`src/rtl/kbi_pkg.sv`:
```
package kbi_pkg;
  typedef enum logic [1:0] {
    KA_CTRL = 2'd0,
    KA_SRC  = 2'd1,
    KA_WAKE = 2'd2,
    KA_PULL = 2'd3
  } kbi_addr_e;

  localparam int CB_MODE = 0;
  localparam int CB_MASK = 1;
  localparam int CB_ACK  = 2;
  localparam int CB_FLAG = 3;
endpackage

```
`src/rtl/kbi_sync.sv`:
```
module kbi_sync #(
  parameter int W      = 6,
  parameter int STAGES = 2
) (
  input  logic         clk,
  input  logic         rst,
  input  logic [W-1:0] d,
  output logic [W-1:0] q
);
  logic [W-1:0] stg [STAGES];

  always_ff @(posedge clk) begin
    if (rst) stg[0] <= '1;
    else     stg[0] <= d;
  end

  for (genvar s = 1; s < STAGES; s++) begin : g_stage
    always_ff @(posedge clk) begin
      if (rst) stg[s] <= '1;
      else     stg[s] <= stg[s-1];
    end
  end

  assign q = stg[STAGES-1];
endmodule

```
`src/rtl/kbi_regs.sv`:
```
module kbi_regs
  import kbi_pkg::*;
#(
  parameter int N_PINS = 6,
  parameter int DATA_W = 8
) (
  input  logic              clk,
  input  logic              rst,
  input  logic              wr,
  input  logic [1:0]        addr,
  input  logic [DATA_W-1:0] wdata,
  input  logic              flag,
  output logic              level_mode,
  output logic              mask,
  output logic              ack_p,
  output logic              src_wr_p,
  output logic [N_PINS-1:0] src_en,
  output logic [N_PINS-1:0] wake_en,
  output logic [N_PINS-1:0] pull_en,
  output logic [DATA_W-1:0] rdata
);
  kbi_addr_e a;
  logic [DATA_W-1:0] rd_mux;

  assign a        = kbi_addr_e'(addr);
  assign ack_p    = wr && (a == KA_CTRL) && wdata[CB_ACK];
  assign src_wr_p = wr && (a == KA_SRC);

  always_ff @(posedge clk) begin
    if (rst) begin
      level_mode <= 1'b0;
      mask       <= 1'b0;
      src_en     <= '0;
      wake_en    <= '0;
      pull_en    <= '0;
    end else if (wr) begin
      case (a)
        KA_CTRL: begin
          level_mode <= wdata[CB_MODE];
          mask       <= wdata[CB_MASK];
        end
        KA_SRC:  src_en  <= wdata[N_PINS-1:0];
        KA_WAKE: wake_en <= wdata[N_PINS-1:0];
        KA_PULL: pull_en <= wdata[N_PINS-1:0];
        default: ;
      endcase
    end
  end

  always_comb begin
    rd_mux = '0;
    case (a)
      KA_CTRL: begin
        rd_mux[CB_MODE] = level_mode;
        rd_mux[CB_MASK] = mask;
        rd_mux[CB_FLAG] = flag;
      end
      KA_SRC:  rd_mux[N_PINS-1:0] = src_en;
      KA_WAKE: rd_mux[N_PINS-1:0] = wake_en;
      KA_PULL: rd_mux[N_PINS-1:0] = pull_en;
      default: ;
    endcase
  end

  always_ff @(posedge clk) begin
    if (rst) rdata <= '0;
    else     rdata <= rd_mux;
  end
endmodule

```
`src/rtl/kbi_detect.sv`:
```
module kbi_detect #(
  parameter int N_PINS = 6
) (
  input  logic              clk,
  input  logic              rst,
  input  logic [N_PINS-1:0] pins,
  input  logic [N_PINS-1:0] en,
  input  logic              level_mode,
  input  logic              ack,
  input  logic              cfg_clr,
  output logic              flag
);
  logic [N_PINS-1:0] prev;
  logic [N_PINS-1:0] fall;
  logic [N_PINS-1:0] low;
  logic              hit;

  assign fall = prev & ~pins & en;
  assign low  = ~pins & en;
  assign hit  = (|fall) | (level_mode & (|low));

  always_ff @(posedge clk) begin
    if (rst) begin
      prev <= '1;
      flag <= 1'b0;
    end else begin
      prev <= pins;
      if (cfg_clr) flag <= 1'b0;
      else         flag <= (flag & ~ack) | hit;
    end
  end
endmodule

```
`src/rtl/kbi_ctrl.sv`:
```
module kbi_ctrl
  import kbi_pkg::*;
#(
  parameter int N_PINS = 6,
  parameter int DATA_W = 8
) (
  input  logic              clk,
  input  logic              rst,
  input  logic              bus_wr,
  input  logic [1:0]        bus_addr,
  input  logic [DATA_W-1:0] bus_wdata,
  output logic [DATA_W-1:0] bus_rdata,
  input  logic [N_PINS-1:0] pin_n,
  output logic [N_PINS-1:0] pull_en,
  output logic              irq_o,
  output logic              wake_o
);
  localparam int SYNC_STAGES = 2;

  logic [N_PINS-1:0] sync_pins;
  logic [N_PINS-1:0] src_en;
  logic [N_PINS-1:0] wake_en;
  logic              level_mode;
  logic              mask;
  logic              ack_p;
  logic              src_wr_p;
  logic              flag;

  kbi_sync #(.W(N_PINS), .STAGES(SYNC_STAGES)) u_sync (
    .clk(clk), .rst(rst), .d(pin_n), .q(sync_pins)
  );

  kbi_regs #(.N_PINS(N_PINS), .DATA_W(DATA_W)) u_regs (
    .clk(clk), .rst(rst), .wr(bus_wr), .addr(bus_addr), .wdata(bus_wdata),
    .flag(flag), .level_mode(level_mode), .mask(mask), .ack_p(ack_p),
    .src_wr_p(src_wr_p), .src_en(src_en), .wake_en(wake_en),
    .pull_en(pull_en), .rdata(bus_rdata)
  );

  kbi_detect #(.N_PINS(N_PINS)) u_det (
    .clk(clk), .rst(rst), .pins(sync_pins), .en(src_en),
    .level_mode(level_mode), .ack(ack_p), .cfg_clr(src_wr_p), .flag(flag)
  );

  always_ff @(posedge clk) begin
    if (rst) begin
      irq_o  <= 1'b0;
      wake_o <= 1'b0;
    end else begin
      irq_o  <= flag & ~mask;
      wake_o <= |(~sync_pins & wake_en);
    end
  end
endmodule

```
`config.mk`:
```
export PLATFORM = sky130hd
export DESIGN_NAME = kbi_ctrl
export DESIGN_NICKNAME = d
export VERILOG_FILES = /design/src/rtl/kbi_pkg.sv /design/src/rtl/kbi_sync.sv /design/src/rtl/kbi_regs.sv /design/src/rtl/kbi_detect.sv /design/src/rtl/kbi_ctrl.sv
export SDC_FILE = /design/constraint.sdc
export NUM_CORES = 1
export LEC_CHECK = 0
export CAP_MARGIN = 20
export CORE_MARGIN = 2
export CORE_UTILIZATION = 54
export DETAILED_ROUTE_END_ITERATION = 10
export PLACE_DENSITY = 0.86
export SYNTH_ARGS = -nofsm -noshare
export SYNTH_HDL_FRONTEND = slang
export SYNTH_SLANG_ARGS = --single-unit
```
`constraint.sdc`:
```
create_clock -name clk -period 3.1 [get_ports clk]
set_input_delay 0.62 -clock clk [delete_from_list [all_inputs] [get_ports clk]]
set_output_delay 0.62 -clock clk [all_outputs]
set_load 0.02 [all_outputs]
```
==> summary.md, run 1 <==
| Metric | Value |
|---|---|
| Yosys warning count | `0` |
| CP Capture Type | `flop` |
| Area leader, netlist | `dfxtp_1` |
| Total power | `1.01 mW` |
| Leakage | `0.875 nW` |
| Synth area leaders | `dfxtp_1 53%, mux2i_1 7.8%, or2_2 6.3%` |
| Startpoint types | `input port` |
| Ys flop type | `dfxtp_1` |
| Non-Filler Instances | `between 200 and 250` |
| Hold crit path type | `reg -> reg` |
| Reg-to-reg endpoint | `u_det.flag` |
| Clock skew | `between 5 and 6 ps` |
| CTS tree | `done` |
| Mapped Area | `~0.0018 mm²` |
| Synth cell count leaders | `47 x dfxtp_1, 18 x or2_2, 17 x nor2_1` |
| P&R area growth vs syn | `19.5%` |
| Hold Path End | `u_sync.stg[1][0]` |
| Synth Register Bits | `47` |
| Final hold viol count | `0` |
| Worst rel slew slack | `0.583` |
| Worst endpoint required time | `3340 ps` |
| Final ANT Viol Nets | `0` |
| Core footprint | `just over 0.003 mm²` |
| Sequential share of the synthesized area | `0.526` |
| Drc violations | `0` |
| Layout Nets | `approximately 220` |
| Skew-Pair Late Insertion Delay | `~360 ps` |
| CTS max path bufs | `2` |
| Antenna violations before repair | `0` |
| Worst-Margin Slew | `623 ps` |
| RSZ-0062 raised after global routing | `false` |
| Final Cycle Share | `0.663` |
| Vias per cell | `5.34` |
| Clock Sinks | `between 40 and 50` |
| Cts bufs inserted | `5` |
| Hold Startpoint | `u_sync.stg[0][0]` |
| Die height | `~62 µm` |
| Reg2reg path depth | `4` |
| Top-area cell type share of the netlist area | `0.526` |
| Peak VDD IR | `364 µV` |
| Hold Path Depth | `1` |
| Reg2Reg Setup Slack | `1840 ps` |
| Fin crit period | `2050 ps` |
| Setup violators final | `0` |
| Crit-path max FO | `11` |
| H-Tree Depth | `2` |
| Max-cap violations | `0` |
| Via count | `approximately 1,300` |
| Die ar. | `0.00379 mm²` |
| Ys async rst share | `0` |
| WP data arrival | `2290 ps` |
| Critical path type | `in -> reg` |
| All-Layer GR Usage | `0.202` |
| Largest net degree at the start of global routing | `between 40 and 50` |
| Port bufs | `30` |
| Inserted Diodes | `0` |
| Fmax | `0.487 GHz` |
| Cts repair resizes | `0` |
| Outcome | `complete, no violations` |
| Max-slew violations | `0` |
| Place WS | `692 ps` |
| Post-CTS setup buffers | `0` |
| Final WS setup | `about 1000 ps` |
| Iteration-0 DRC Markers | `42` |
| Critical R2R Launch | `u_sync.stg[1][1]` |
| Gate Count Post-Synth | `between 150 and 200` |
| Synth cell types | `33` |
| Gpl congestion | `0.813` |
| DRT Pass-1 Iters | `5` |
| Chip Width | `between 60 and 70 µm` |
| Row count | `20` |
| Post-CTS Hold Fix Bufs | `0` |
| Ports | `35` |
| Most frequent cell after synthesis | `dfxtp_1` |
| Wirelength per Cell | `13.8 µm` |
| First-pass GRT wire length | `5400 µm` |
| Setup_tns | `0 ps` |
| Number of global-route vias before repair | `1,196` |
| GRT overflow | `0` |
| Starting density of the core | `0.577` |
| HPWL after DPL | `2380 µm` |
| PD cells | `471 mW/mm²` |
| Synthesized area per cell | `10.6 µm²` |
| Worst-path clk slew | `~120 ps` |
| Root Buffer | `clkbuf_4` |
| Layout cells sized above 1 | `0.197` |
| Post-synth EDFFs | `0` |
| Hold Slack | `423 ps` |
| DRT Wirelength | `3330 µm` |
| Placed Instances | `234` |
## state kept, by name (all words and copies together) (netlist names)
signal / count
u_sync.stg: 12
u_det.prev: 6
u_regs.wake_en: 6
u_regs.level_mode: 1
u_det.flag: 1
u_regs.rdata: 6
u_regs.src_en: 6
irq_o: 1
u_regs.pull_en: 6
u_regs.mask: 1
wake_o: 1
## cells in the final DEF (no fill, tap or decap), drive strengths merged
master         count
nand4              1
a22o               2
inv                6
dfxtp             47
a221oi             2
a21oi              7
buf                1
o21ai              1
mux2               2
a211oi             1
or2               18
clkbuf             5
o2bb2ai            1
clkinv             3
nand3b             5
conb               2
nor3b              2
mux4               3
nand3              7
mux2i             14
nand2              9
clkdlybuf4s50     30
nor2b              6
o41ai              1
nor2              17
a32o               1
a22oi              4
## power by group
group          leakage [nW]  switching, mW  internal [mW]
clock network        0.0347          0.182         0.0846
registers             0.384         0.0120          0.625
logic                 0.457         0.0504         0.0536
## metrics by stage
step | cell area, µm² | utilization
floorplan | 1790 | -
global placement | 2090 | 0.673
detailed placement | 2090 | 0.673
CTS | 2140 | 0.690
global route | 2140 | 0.690
finish | 2140 | 0.690
## area by class of cell
type / instances / area (µm²)
Multi-Input combinational cell: 106 / 761
Clock inverter: 3 / 15.0
Inverter: 6 / 22.5
Tap cell: 44 / 55.1
Sequential cell: 47 / 941
Clock buffer: 5 / 37.5
Timing Repair Buffer: 31 / 308
Fill cell: 265 / 963
## kinds of logic (layout without fill, tap and decap cells)
kind of cell | after synthesis | in the layout | share of synthesized area
mux | 19 | 19 | 0.129
compound gates | 20 | 20 | 0.0846
simple gates | 65 | 65 | 0.208
other cells | 1 | 2 | 0.00209
buf+inv | 17 | 45 | 0.0517
flops | 47 | 47 | 0.526
## critical path, stage by stage
cell             delay (ps)
clkdlybuf4s50_1         800
nor2b_4                 410
nand2_1                 250
nand2_1                 140
a21oi_1                  70
## how the worst max path moves through the flow
stage                           start               end  slack [ps]  depth (start not counted)
after floorplan           bus_addr[1]        u_det.flag        1590                          5
after global placement    bus_addr[0]  u_regs.src_en[4]         730                          5
after detailed placement  bus_addr[0]  u_regs.src_en[1]         690                          5
after CTS                 bus_addr[0]  u_regs.src_en[1]        1080                          5
after global routing      bus_addr[0]  u_regs.src_en[1]         960                          5
final                     bus_addr[0]  u_regs.src_en[1]        1050                          5
## per-layer routing
layer | track usage | wire, µm
met5 | 0 | 0
met4 | 0.0729 | 58
met3 | 0.0798 | 222
met2 | 0.337 | 1670
met1 | 0.234 | 1380
No activity file was read; power rests on OpenSTA's default activity.
==> run 2, diff against run 1 <==
--- a/config.mk
+++ b/config.mk
@@ -7,9 +7,9 @@
 export LEC_CHECK = 0
 export CAP_MARGIN = 20
 export CORE_MARGIN = 2
-export CORE_UTILIZATION = 54
+export CORE_UTILIZATION = 45
 export DETAILED_ROUTE_END_ITERATION = 10
-export PLACE_DENSITY = 0.86
+export PLACE_DENSITY = 0.77
 export SYNTH_ARGS = -nofsm -noshare
 export SYNTH_HDL_FRONTEND = slang
 export SYNTH_SLANG_ARGS = --single-unit
==> constraint.sdc (replaced) <==
create_clock -name clk -period 1.8 [get_ports clk]
set_input_delay 0.36 -clock clk [delete_from_list [all_inputs] [get_ports clk]]
set_output_delay 0.36 -clock clk [all_outputs]
set_load 0.02 [all_outputs]
==> run 2 against run 1 <==
Clock power grew 150%. Combinational power grew 88%. Sequential share of layout area shrank 2.4 points. Global-route usage shrank 3.7 points. Non-clock buffer count grew 6. Final cell count grew 4.1%. Worst setup slack lost 910 ps. Clock skew shrank 1.0 ps. Design area grew 5.7%. Critical path depth shrank 4. Sequential power grew 73%. Sequential cell count is the same. Critical endpoint is now pull_en[3]. Largest cell class unchanged.
==> summary.md, run 2 (synthesis results as in run 1) <==
| Metric | Value |
|---|---|
| WP data arrival | `1300 ps (was 2290 ps)` |
| Most frequent cells in the layout | `47 x dfxtp_1, 30 x clkdlybuf4s50_1, 18 x or2_2 (unchanged)` |
| Layout cells sized above 1 | `0.221 (was 0.197)` |
| All-Layer GR Usage | `0.164 (was 0.202)` |
| Buf/Inv on CP | `1 (unchanged)` |
| Starting density of the core | `0.478 (was 0.577)` |
| Post-CTS Hold Fix Bufs | `0 (unchanged)` |
| Layout Nets | `222 (was 216)` |
| Max stage delay on crit path | `630 ps (was 800 ps)` |
| Skew-Pair Late Insertion Delay | `290 ps (was 360 ps)` |
| Most common cell after layout, fill and taps aside | `dfxtp_1 (unchanged)` |
| Outcome | `complete, no violations (unchanged)` |
| CP cell instances | `clkdlybuf4s50_1 (was clkdlybuf4s50_1 > nor2b_4 > nand2_1 > nand2_1 > a21oi_1)` |
| Max-cap violations | `0 (unchanged)` |
| Row count | `22 (was 20)` |
| Via count | `1,295 (was 1,292)` |
| Fmax | `0.601 GHz` |
| CTS tree | `done (unchanged)` |
| Critical R2R Launch | `u_sync.stg[1][1] (unchanged)` |
| Largest register FFs | `12 (unchanged)` |
| Hold Path Depth | `1 (unchanged)` |
| Register bank with the most flops | `u_sync.stg (unchanged)` |
| Reg2reg path depth | `4 (unchanged)` |
| Cts bufs inserted | `5 (unchanged)` |
| DRT Pass-1 Iters | `4 (was 5)` |
| Die ar. | `0.00450 mm² (was 0.00379 mm²)` |
| Ports | `35 (unchanged)` |
| Hold Startpoint | `u_sync.stg[0][2] (was u_sync.stg[0][0])` |
| Peak VDD IR | `555 µV (was 364 µV)` |
| Setup violators final | `0 (unchanged)` |
| Worst-path clk slew | `80 ps (was 120 ps)` |
| CP top delay family | `buffers and inverters (unchanged)` |
| CP Capture Type | `output port (was flop)` |
| Max-slew violations | `0 (unchanged)` |
| Final Cycle Share | `0.924` |
| Root Buffer | `clkbuf_8 (was clkbuf_4)` |
| Die height | `67.1 µm (was 61.6 µm)` |
| Wirelength per Cell | `13.6 µm (was 13.8 µm)` |
| Critical path type | `reg -> out (was in -> reg)` |
| PD cells | `860 mW/mm² (was 471 mW/mm²)` |
| Final hold viol count | `0 (unchanged)` |
| GRT overflow | `0 (unchanged)` |
| Hold Slack | `413 ps (was 423 ps)` |
| Iteration-0 DRC Markers | `62 (was 42)` |
| Reg-to-reg endpoint | `u_det.flag (unchanged)` |
| Core footprint | `0.00374 mm² (was 0.00310 mm²)` |
| Largest net degree at the start of global routing | `48 (unchanged)` |
| DRT Wirelength | `3420 µm (was 3330 µm)` |
| Startpoint types | `flop (was input port)` |
| Crit-path max FO | `3 (was 11)` |
| Cts repair resizes | `0 (unchanged)` |
| Gpl congestion | `0.863 (was 0.813)` |
| Hold Path End | `u_sync.stg[1][2] (was u_sync.stg[1][0])` |
| Setup_tns | `0 ps (unchanged)` |
| Vias per cell | `5.14 (was 5.34)` |
| P&R area growth vs syn | `26.3% (was 19.5%)` |
| Chip Width | `67.1 µm (was 61.6 µm)` |
| Worst endpoint required time | `1440 ps (was 3340 ps)` |
| HPWL after DPL | `2440 µm (was 2380 µm)` |
| Drc violations | `0 (unchanged)` |
| Post-CTS setup buffers | `0 (unchanged)` |
| Antenna violations before repair | `0 (unchanged)` |
| Met2 WL | `1650 µm (was 1670 µm)` |
| Fin crit period | `1660 ps` |
| Final ANT Viol Nets | `0 (unchanged)` |
| Hold crit path type | `reg -> reg (unchanged)` |
| Inserted Diodes | `0 (unchanged)` |
| Top Metal Used | `met4 (unchanged)` |
| Leakage | `0.927 nW (was 0.875 nW)` |
| Clock Sinks | `47 (unchanged)` |
| Reg2Reg Setup Slack | `490 ps (was 1840 ps)` |
| First-pass GRT wire length | `5440 µm (was 5400 µm)` |
| H-Tree Depth | `2 (unchanged)` |
| Number of global-route vias before repair | `1,167 (was 1,196)` |
| Port bufs | `30 (unchanged)` |
| DR WL met3 | `171 µm (was 222 µm)` |
| Layout fillers | `322 (was 265)` |
| WL met1 | `1530 µm (was 1380 µm)` |
| Clock skew | `4.17 ps (was 5.21 ps)` |
| CTS max path bufs | `2 (unchanged)` |
| RSZ-0062 raised after global routing | `false (unchanged)` |
| CP max stage cell | `clkdlybuf4s50_1 (unchanged)` |
[run 2: per-layer routing]
layer	vias to the layer above	track usage
met5	-	0
li1	635	-
met2	39	0.251
met4	0	0.0689
met3	8	0.0473
met1	613	0.216
[run 2: per-stage QoR]
step,power [mW],setup WS (ps),cells,instance area (µm²),util
floorplan,1.23,552,170,1790,-
global placement,1.31,14.9,244,2160,0.578
detailed placement,1.32,11.3,244,2160,0.578
CTS,1.96,129,252,2260,0.604
global route,2.04,91.5,252,2260,0.604
finish,1.95,137,252,2260,0.604
[run 2: where the power goes]
group	total, mW	internal (mW)	switching [mW]
logic	0.196	0.106	0.0897
clock network	0.653	0.313	0.340
registers	1.10	1.07	0.0216
[run 2: how the worst max path moves through the flow]
stage                            startpoint               to  slack [ps]  cells after the start
after floorplan                 bus_addr[1]       u_det.flag         550                      5
after global placement          bus_addr[1]  u_regs.rdata[1]          10                      4
after detailed placement        bus_addr[1]  u_regs.rdata[1]          10                      4
after CTS                 u_regs.pull_en[3]       pull_en[3]         130                      1
after global routing      u_regs.pull_en[3]       pull_en[3]          90                      1
final                     u_regs.pull_en[3]       pull_en[3]         140                      1
[run 2: area by class of cell]
cell class              instances  area [µm²]  area share
clock buffers                   6        82.6      0.0365
flip-flops and latches         47         941       0.416
multi-input cells             106         761       0.336
clock inverters                 2        16.3     0.00719
inverters                       6        22.5     0.00996
well taps                      48        60.1      0.0266
repair buffers                 37         378       0.167
